File: src/rtl/uart_irq_ident_pkg.sv
package uart_irq_ident_pkg;

    localparam int CAUSE_W    = 5;
    localparam int C_LINE     = 0;
    localparam int C_RXDATA   = 1;
    localparam int C_RXTMO    = 2;
    localparam int C_TXSPACE  = 3;
    localparam int C_MODEM    = 4;

    localparam int MODEM_W    = 4;
    localparam int L_CTS      = 0;
    localparam int L_DSR      = 1;
    localparam int L_RI       = 2;
    localparam int L_DCD      = 3;

    localparam int EN_RX      = 0;
    localparam int EN_TX      = 1;
    localparam int EN_LINE    = 2;
    localparam int EN_MODEM   = 3;

    typedef enum logic {
        IRQ_QUIET  = 1'b0,
        IRQ_RAISED = 1'b1
    } irq_state_e;

endpackage

File: src/rtl/uii_cause_bank.sv
module uii_cause_bank #(
    parameter int N = 5
) (
    input  logic         clk,
    input  logic         rst_n,
    input  logic [N-1:0] ev_i,
    input  logic         clr_i,
    input  logic [N-1:0] clr_mask_i,
    output logic [N-1:0] cause_q
);

    // One sticky bit per source; a same-cycle event beats the clear.
    for (genvar g = 0; g < N; g++) begin : g_bit
        always_ff @(posedge clk or negedge rst_n) begin
            if (!rst_n) begin
                cause_q[g] <= 1'b0;
            end else if (ev_i[g]) begin
                cause_q[g] <= 1'b1;
            end else if (clr_i && clr_mask_i[g]) begin
                cause_q[g] <= 1'b0;
            end
        end
    end

    assert_event_sets_R2: assert property (@(posedge clk) disable iff (!rst_n)
        (|ev_i) |=> ((cause_q & $past(ev_i)) == $past(ev_i)));

    assert_sticky_without_clear_R3: assert property (@(posedge clk) disable iff (!rst_n)
        (!clr_i) |=> ((cause_q & $past(cause_q)) == $past(cause_q)));

    assert_unmasked_kept_R3: assert property (@(posedge clk) disable iff (!rst_n)
        (clr_i) |=> ((cause_q & $past(cause_q & ~clr_mask_i)) == $past(cause_q & ~clr_mask_i)));

    assert_event_beats_clear_R8: assert property (@(posedge clk) disable iff (!rst_n)
        (clr_i && |(ev_i & clr_mask_i)) |=>
        ((cause_q & $past(ev_i & clr_mask_i)) == $past(ev_i & clr_mask_i)));

endmodule

File: src/rtl/uii_modem_track.sv
module uii_modem_track
    import uart_irq_ident_pkg::*;
#(
    parameter int W = MODEM_W
) (
    input  logic         clk,
    input  logic         rst_n,
    input  logic [W-1:0] lines_i,
    input  logic         clr_i,
    output logic [W-1:0] lvl_q,
    output logic [W-1:0] delta_q,
    output logic         edge_o
);

    logic [W-1:0] edge_vec;

    // Ring indicator reports only its trailing edge; the others report both.
    for (genvar g = 0; g < W; g++) begin : g_edge
        if (g == L_RI) begin : g_fall
            assign edge_vec[g] = lvl_q[g] & ~lines_i[g];
        end else begin : g_any
            assign edge_vec[g] = lvl_q[g] ^ lines_i[g];
        end
    end

    assign edge_o = |edge_vec;

    always_ff @(posedge clk or negedge rst_n) begin
        if (!rst_n) begin
            lvl_q   <= '0;
            delta_q <= '0;
        end else begin
            lvl_q   <= lines_i;
            delta_q <= (clr_i ? '0 : delta_q) | edge_vec;
        end
    end

    assert_ri_rise_silent_R6: assert property (@(posedge clk) disable iff (!rst_n)
        (!lvl_q[L_RI] && lines_i[L_RI] && !delta_q[L_RI]) |=> !delta_q[L_RI]);

    assert_clear_empties_deltas_R7: assert property (@(posedge clk) disable iff (!rst_n)
        (clr_i && !edge_o) |=> (delta_q == '0));

    assert_level_tracks_R5: assert property (@(posedge clk) disable iff (!rst_n)
        (lines_i != lvl_q) |=> (lvl_q == $past(lines_i)));

endmodule

File: src/rtl/uii_cfg_reg.sv
module uii_cfg_reg #(
    parameter int REG_W = 32
) (
    input  logic               clk,
    input  logic               rst_n,
    input  logic               wr_i,
    input  logic [REG_W/8-1:0] be_i,
    input  logic [REG_W-1:0]   wdata_i,
    output logic [REG_W-1:0]   cfg_q
);

    localparam int NBYTES = REG_W / 8;

    for (genvar b = 0; b < NBYTES; b++) begin : g_byte
        always_ff @(posedge clk or negedge rst_n) begin
            if (!rst_n) begin
                cfg_q[b*8 +: 8] <= 8'h00;
            end else if (wr_i && be_i[b]) begin
                cfg_q[b*8 +: 8] <= wdata_i[b*8 +: 8];
            end
        end

        assert_byte_hold_R11: assert property (@(posedge clk) disable iff (!rst_n)
            !(wr_i && be_i[b]) |=> $stable(cfg_q[b*8 +: 8]));
    end

endmodule

File: src/rtl/uii_irq_fsm.sv
module uii_irq_fsm
    import uart_irq_ident_pkg::*;
(
    input  logic clk,
    input  logic rst_n,
    input  logic pending_i,
    output logic irq_o
);

    irq_state_e state_q;
    irq_state_e state_d;

    always_ff @(posedge clk or negedge rst_n) begin
        if (!rst_n) begin
            state_q <= IRQ_QUIET;
        end else begin
            state_q <= state_d;
        end
    end

    always_comb begin
        state_d = state_q;
        unique case (state_q)
            IRQ_QUIET:  if (pending_i)  state_d = IRQ_RAISED;
            IRQ_RAISED: if (!pending_i) state_d = IRQ_QUIET;
            default:    state_d = IRQ_QUIET;
        endcase
    end

    always_comb begin
        irq_o = (state_q == IRQ_RAISED);
    end

    assert_irq_rises_R10: assert property (@(posedge clk) disable iff (!rst_n)
        pending_i |=> irq_o);

    assert_irq_falls_R10: assert property (@(posedge clk) disable iff (!rst_n)
        !pending_i |=> !irq_o);

endmodule

File: src/rtl/uart_irq_ident.sv
module uart_irq_ident
    import uart_irq_ident_pkg::*;
#(
    parameter int REG_W    = 32,
    parameter int RXCNT_W  = 10,
    parameter int CTRL_LSB = 24,
    parameter int CTRL_W   = 6
) (
    input  logic                 clk,
    input  logic                 rst_n,
    input  logic                 ev_line_i,
    input  logic                 ev_rx_data_i,
    input  logic                 ev_rx_tmo_i,
    input  logic                 ev_tx_space_i,
    input  logic                 cts_i,
    input  logic                 dsr_i,
    input  logic                 ri_i,
    input  logic                 dcd_i,
    input  logic [7:0]           lsr_i,
    input  logic [RXCNT_W-1:0]   rx_count_i,
    input  logic                 host_wr_i,
    input  logic                 host_sel_i,
    input  logic [REG_W/8-1:0]   host_be_i,
    input  logic [REG_W-1:0]     host_wdata_i,
    output logic [REG_W-1:0]     status_o,
    output logic [REG_W-1:0]     config_o,
    output logic                 irq_o,
    output logic                 dtr_o,
    output logic                 rts_o,
    output logic                 out1_o,
    output logic                 out2_o,
    output logic                 loop_o,
    output logic                 autoflow_o
);

    localparam int CNT_HI_W = RXCNT_W - 8;
    localparam int PAD_W    = 8 - CAUSE_W - CNT_HI_W;

    logic [CAUSE_W-1:0] ev_vec;
    logic [CAUSE_W-1:0] cause_q;
    logic [CAUSE_W-1:0] en_mask;
    logic [MODEM_W-1:0] lines;
    logic [MODEM_W-1:0] lvl_q;
    logic [MODEM_W-1:0] delta_q;
    logic               modem_edge;
    logic               clr_stat;
    logic               wr_cfg;
    logic [REG_W-1:0]   cfg_q;
    logic [CTRL_W-1:0]  ctrl;

    // Host access decode: only byte 0 of the status word is writable.
    assign clr_stat = host_wr_i && !host_sel_i && host_be_i[0];
    assign wr_cfg   = host_wr_i &&  host_sel_i;

    assign lines[L_CTS] = cts_i;
    assign lines[L_DSR] = dsr_i;
    assign lines[L_RI]  = ri_i;
    assign lines[L_DCD] = dcd_i;

    uii_modem_track #(
        .W(MODEM_W)
    ) u_modem (
        .clk     (clk),
        .rst_n   (rst_n),
        .lines_i (lines),
        .clr_i   (clr_stat && host_wdata_i[C_MODEM]),
        .lvl_q   (lvl_q),
        .delta_q (delta_q),
        .edge_o  (modem_edge)
    );

    assign ev_vec[C_LINE]    = ev_line_i;
    assign ev_vec[C_RXDATA]  = ev_rx_data_i;
    assign ev_vec[C_RXTMO]   = ev_rx_tmo_i;
    assign ev_vec[C_TXSPACE] = ev_tx_space_i;
    assign ev_vec[C_MODEM]   = modem_edge;

    uii_cause_bank #(
        .N(CAUSE_W)
    ) u_causes (
        .clk        (clk),
        .rst_n      (rst_n),
        .ev_i       (ev_vec),
        .clr_i      (clr_stat),
        .clr_mask_i (host_wdata_i[CAUSE_W-1:0]),
        .cause_q    (cause_q)
    );

    uii_cfg_reg #(
        .REG_W(REG_W)
    ) u_cfg (
        .clk     (clk),
        .rst_n   (rst_n),
        .wr_i    (wr_cfg),
        .be_i    (host_be_i),
        .wdata_i (host_wdata_i),
        .cfg_q   (cfg_q)
    );

    // The receive enable covers both data-available and timeout causes.
    assign en_mask[C_LINE]    = cfg_q[EN_LINE];
    assign en_mask[C_RXDATA]  = cfg_q[EN_RX];
    assign en_mask[C_RXTMO]   = cfg_q[EN_RX];
    assign en_mask[C_TXSPACE] = cfg_q[EN_TX];
    assign en_mask[C_MODEM]   = cfg_q[EN_MODEM];

    uii_irq_fsm u_fsm (
        .clk       (clk),
        .rst_n     (rst_n),
        .pending_i (|(cause_q & en_mask)),
        .irq_o     (irq_o)
    );

    assign ctrl       = cfg_q[CTRL_LSB +: CTRL_W];
    assign dtr_o      = ctrl[0];
    assign rts_o      = ctrl[1];
    assign out1_o     = ctrl[2];
    assign out2_o     = ctrl[3];
    assign loop_o     = ctrl[4];
    assign autoflow_o = ctrl[5];
    assign config_o   = cfg_q;

    assign status_o = {rx_count_i[7:0],
                       lsr_i,
                       lvl_q,
                       delta_q,
                       rx_count_i[RXCNT_W-1 -: CNT_HI_W],
                       {PAD_W{1'b0}},
                       cause_q};

    assert_modem_cause_with_delta_R5: assert property (@(posedge clk) disable iff (!rst_n)
        (|delta_q) |-> cause_q[C_MODEM]);

    assert_count_hi_passthrough_R4: assert property (@(posedge clk) disable iff (!rst_n)
        status_o[7:6] == rx_count_i[9:8]);

endmodule

File: config.mk
export PLATFORM = sky130hd
export DESIGN_NAME = uart_irq_ident
export DESIGN_NICKNAME = d
export VERILOG_FILES = /design/src/rtl/uart_irq_ident_pkg.sv /design/src/rtl/uii_cause_bank.sv /design/src/rtl/uii_modem_track.sv /design/src/rtl/uii_cfg_reg.sv /design/src/rtl/uii_irq_fsm.sv /design/src/rtl/uart_irq_ident.sv
export SDC_FILE = /design/constraint.sdc
export NUM_CORES = 1
export LEC_CHECK = 0
export BUFFER_PORTS_ARGS = -buffer_cell sky130_fd_sc_hd__buf_2
export CORE_ASPECT_RATIO = 1.4
export CORE_UTILIZATION = 35
export CTS_BUF_LIST = sky130_fd_sc_hd__clkbuf_8
export DETAILED_ROUTE_END_ITERATION = 12
export MAX_ROUTING_LAYER = met4
export PLACE_DENSITY = 0.7
export SYNTH_ARGS = -nofsm -noshare
export SYNTH_HDL_FRONTEND = slang
export SYNTH_SLANG_ARGS = --single-unit
File: constraint.sdc
create_clock -name clk -period 1 [get_ports clk]
set_input_delay 0 -clock clk [delete_from_list [all_inputs] [get_ports clk]]
set_output_delay 0 -clock clk [all_outputs]
set_load 0.01 [all_outputs]
==> results_dict.tcl <==
set metrics [dict create \
    outcome "complete, no violations" \
    netlist_area_mm2 0.00198 \
    wl_per_cell_um 13.4 \
    ys_seq_area_share_pct 58.2 \
    vdd_ir_drop_max_mv 0.934 \
    hold_viol 0 \
    drc 0 \
    synth.distinct_cells 19 \
    required_ns 1.17 \
    layout_min_cycle_time_ns 0.959 \
    avgSynthCellArea_um2 14.7 \
    crit_path_end "u_fsm.irq_o" \
    slowest_stage "dfrtp_1" \
    grt_pass1_vias 1527 \
    cts_inserted_buffers 5 \
    startpoint_type "flip-flop" \
    fin_ws_ns 0.0414 \
    rsz0062_at_grt "yes" \
    root_buffer "clkbuf_8" \
    worst_ep_arrival_time_ns 1.13 \
    rows 32 \
    hpwl_um 2920 \
    dp_slack_ns 0.0568 \
    htreeDepth 2 \
    area_growth_pct 45.3 \
    drv_cap 0 \
    setup_viol 0 \
    fmax_mhz 1040 \
    track_usage_pct 16.2 \
    power_density_mw_per_mm2 1590 \
    drv_slew 0 \
    start_util_pct 36.1 \
    antennaDiodeCount 0 \
    via_count 1465 \
    gp_congestion 0.766 \
    r2r-end "u_fsm.irq_o" \
    max_stage_delay_ns 0.40 \
    grt_max_degree 47 \
    core_region_area_mm2 0.00549 \
    io_buffers 99 \
    path_cells "a222oi_1 -> nand2_1" \
    cts_sinks 46 \
    worstSetupEndpointType "flip-flop" \
    nNetsFinal 322 \
    startpoint "u_causes.cause_q[0]" \
    yosysWarnings 0 \
    path_clk_slew_ns 0.08 \
    worstSkewPairLatency_ns 0.29 \
    rrSetupSlack_ns 0.04 \
    min_path_type "input port to output pin" \
    ant_nets 0 \
    grt-ovfl-total 0 \
    first_iter_violations 16 \
    grt_first_pass_wirelength_um 7070 \
    synth_cells 135 \
    r2r-start "u_causes.cause_q[0]" \
    ys_ff_latch 46 \
    drive_gt1_share_pct 56.8 \
    dieArea_mm2 0.00596 \
    die_h_um 91.0 \
    io_pins 137 \
    first_pass_iters 6 \
    viasPerCell 4.51 \
    finClkSkew_ns 0.00673 \
    die-width_um 65.6 \
    path_max_fanout 3 \
    post-cts-setup-buffers 0 \
    cts_tree "done" \
    antenna_found_initial 0 \
    finalCritPeriodShare_pct 95.9 \
    syn_nets 201 \
    cts_buffer_depth 2 \
    rr_worst_depth 2 \
    cts_resized 0 \
    power_leakage_nw 1.37 \
    power_w 0.00457 \
    routed_wl_um 4360 \
    crit_type "flip-flop to flip-flop" \
]
==> synth_stat cells, drive strengths merged <==
| library cell | count | area share [%] |
|---|---|---|
| a222oi | 1 | 0.51 |
| nand4b | 1 | 1.2 |
| and3b | 1 | 0.51 |
| inv | 1 | 0.19 |
| nand2 | 6 | 1.1 |
| xor2 | 3 | 1.3 |
| nor2 | 1 | 0.19 |
| dfrtp | 46 | 58 |
| o21ai | 1 | 0.25 |
| mux2 | 32 | 19 |
| conb | 1 | 0.19 |
| buf | 27 | 11 |
| a22o | 1 | 0.44 |
| a21oi | 1 | 0.25 |
| a21o | 7 | 2.7 |
| nand3 | 5 | 3.8 |
==> placed cells by master, fill, tap and decap left out <==
master	instances
nor2_1	1
xor2_1	3
nand4b_4	1
a222oi_1	1
clkinvlp_4	1
dlygate4sd3_1	41
clkinv_2	1
a21o_1	7
conb_1	1
o21ai_0	1
mux2_2	30
buf_2	99
a22o_1	1
nand2_1	6
buf_12	1
clkbuf_8	6
a21oi_1	1
and3b_2	1
inv_1	1
dfrtp_1	46
nand3_4	4
mux2_4	2
nand3_1	1
==> what timing repair did <==
| item | 4_1_cts | 5_1_grt |
|---|---|---|
| endpoints found under the hold margin | 86 | 0 |
| setup endpoints to repair | 0 | 1 |
| hold buffers | 41 | 0 |
==> area by class of cell <==
type,count,area [um^2]
clock inverters,2,12.5
multi-input cells,61,614
inverters,1,3.75
clock buffers,6,82.6
flip-flops and latches,46,1150
well taps,68,85.1
repair buffers,141,926
fillers,464,2610
==> stage by stage <==
stage	util [%]	instance area, um^2	setup TNS, ns	hold WS (ns)	cells
2_1_floorplan	-	1980	0	-0.296	135
3_3_place_gp	43.2	2370	0	-0.00198	276
3_5_place_dp	43.2	2370	0	0.0000686	276
4_1_cts	52.4	2880	0	0.0000686	325
5_1_grt	52.4	2880	-0.0424	0.0000220	325
6_report	52.4	2880	0	0.00000283	325
==> worst min-delay path by stage <==
stage	startpoint	end	slack (ns)	depth (start not counted)
detailed placement	rst_n	u_cfg.cfg_q[12]	0.00007	2
global placement	rst_n	u_cfg.cfg_q[12]	-0.002	2
CTS	lsr_i[6]	status_o[22]	0.00007	0
floorplan	rst_n	u_causes.cause_q[0]	-0.30	0
global route	rx_count_i[4]	status_o[28]	0.00002	0
finish	lsr_i[7]	status_o[23]	0.000003	0
==> critical path: cells and delay by family (launching register included) <==
family | cells | cell delay (ns)
DFF | 1 | 0.40
AOI/OAI and AO/OA | 1 | 0.35
and+or+nand+nor | 1 | 0.09
==> cell families after synthesis <==
family                    Yosys count  share of synthesized area [%]
AOI/OAI and AO/OA                  11                           4.11
DFF                                46                           58.2
other                               1                          0.189
muxes                              32                           18.6
buffers and inverters              28                           10.8
xor gates and xnor gates            3                           1.33
and+or+nand+nor                    14                           6.83
==> layer usage <==
| metal | global-route usage (%) | share of wire (%) |
|---|---|---|
| met1 | 17.7 | 37 |
| met2 | 26.5 | 54 |
| met3 | 4.27 | 6.4 |
| met4 | 8.15 | 2.3 |
| met5 | - | 0 |
==> sequential cells by signal (all words and copies together) (netlist names) <==
register / flops
u_causes.cause_q: 5
u_cfg.cfg_q: 32
u_fsm.irq_o: 1
u_modem.delta_q: 4
u_modem.lvl_q: 4
==> power by group <==
part | leakage [nW] | total (W) | internal [W] | switching [W]
Sequential | 0.517 | 0.00228 | 0.00213 | 0.000145
Combinational | 0.803 | 0.00112 | 0.000623 | 0.000501
Clock | 0.0472 | 0.00117 | 0.000556 | 0.000612
Total | 1.37 | 0.00457 | 0.00331 | 0.00126
No activity file was read; power rests on OpenSTA's default activity.
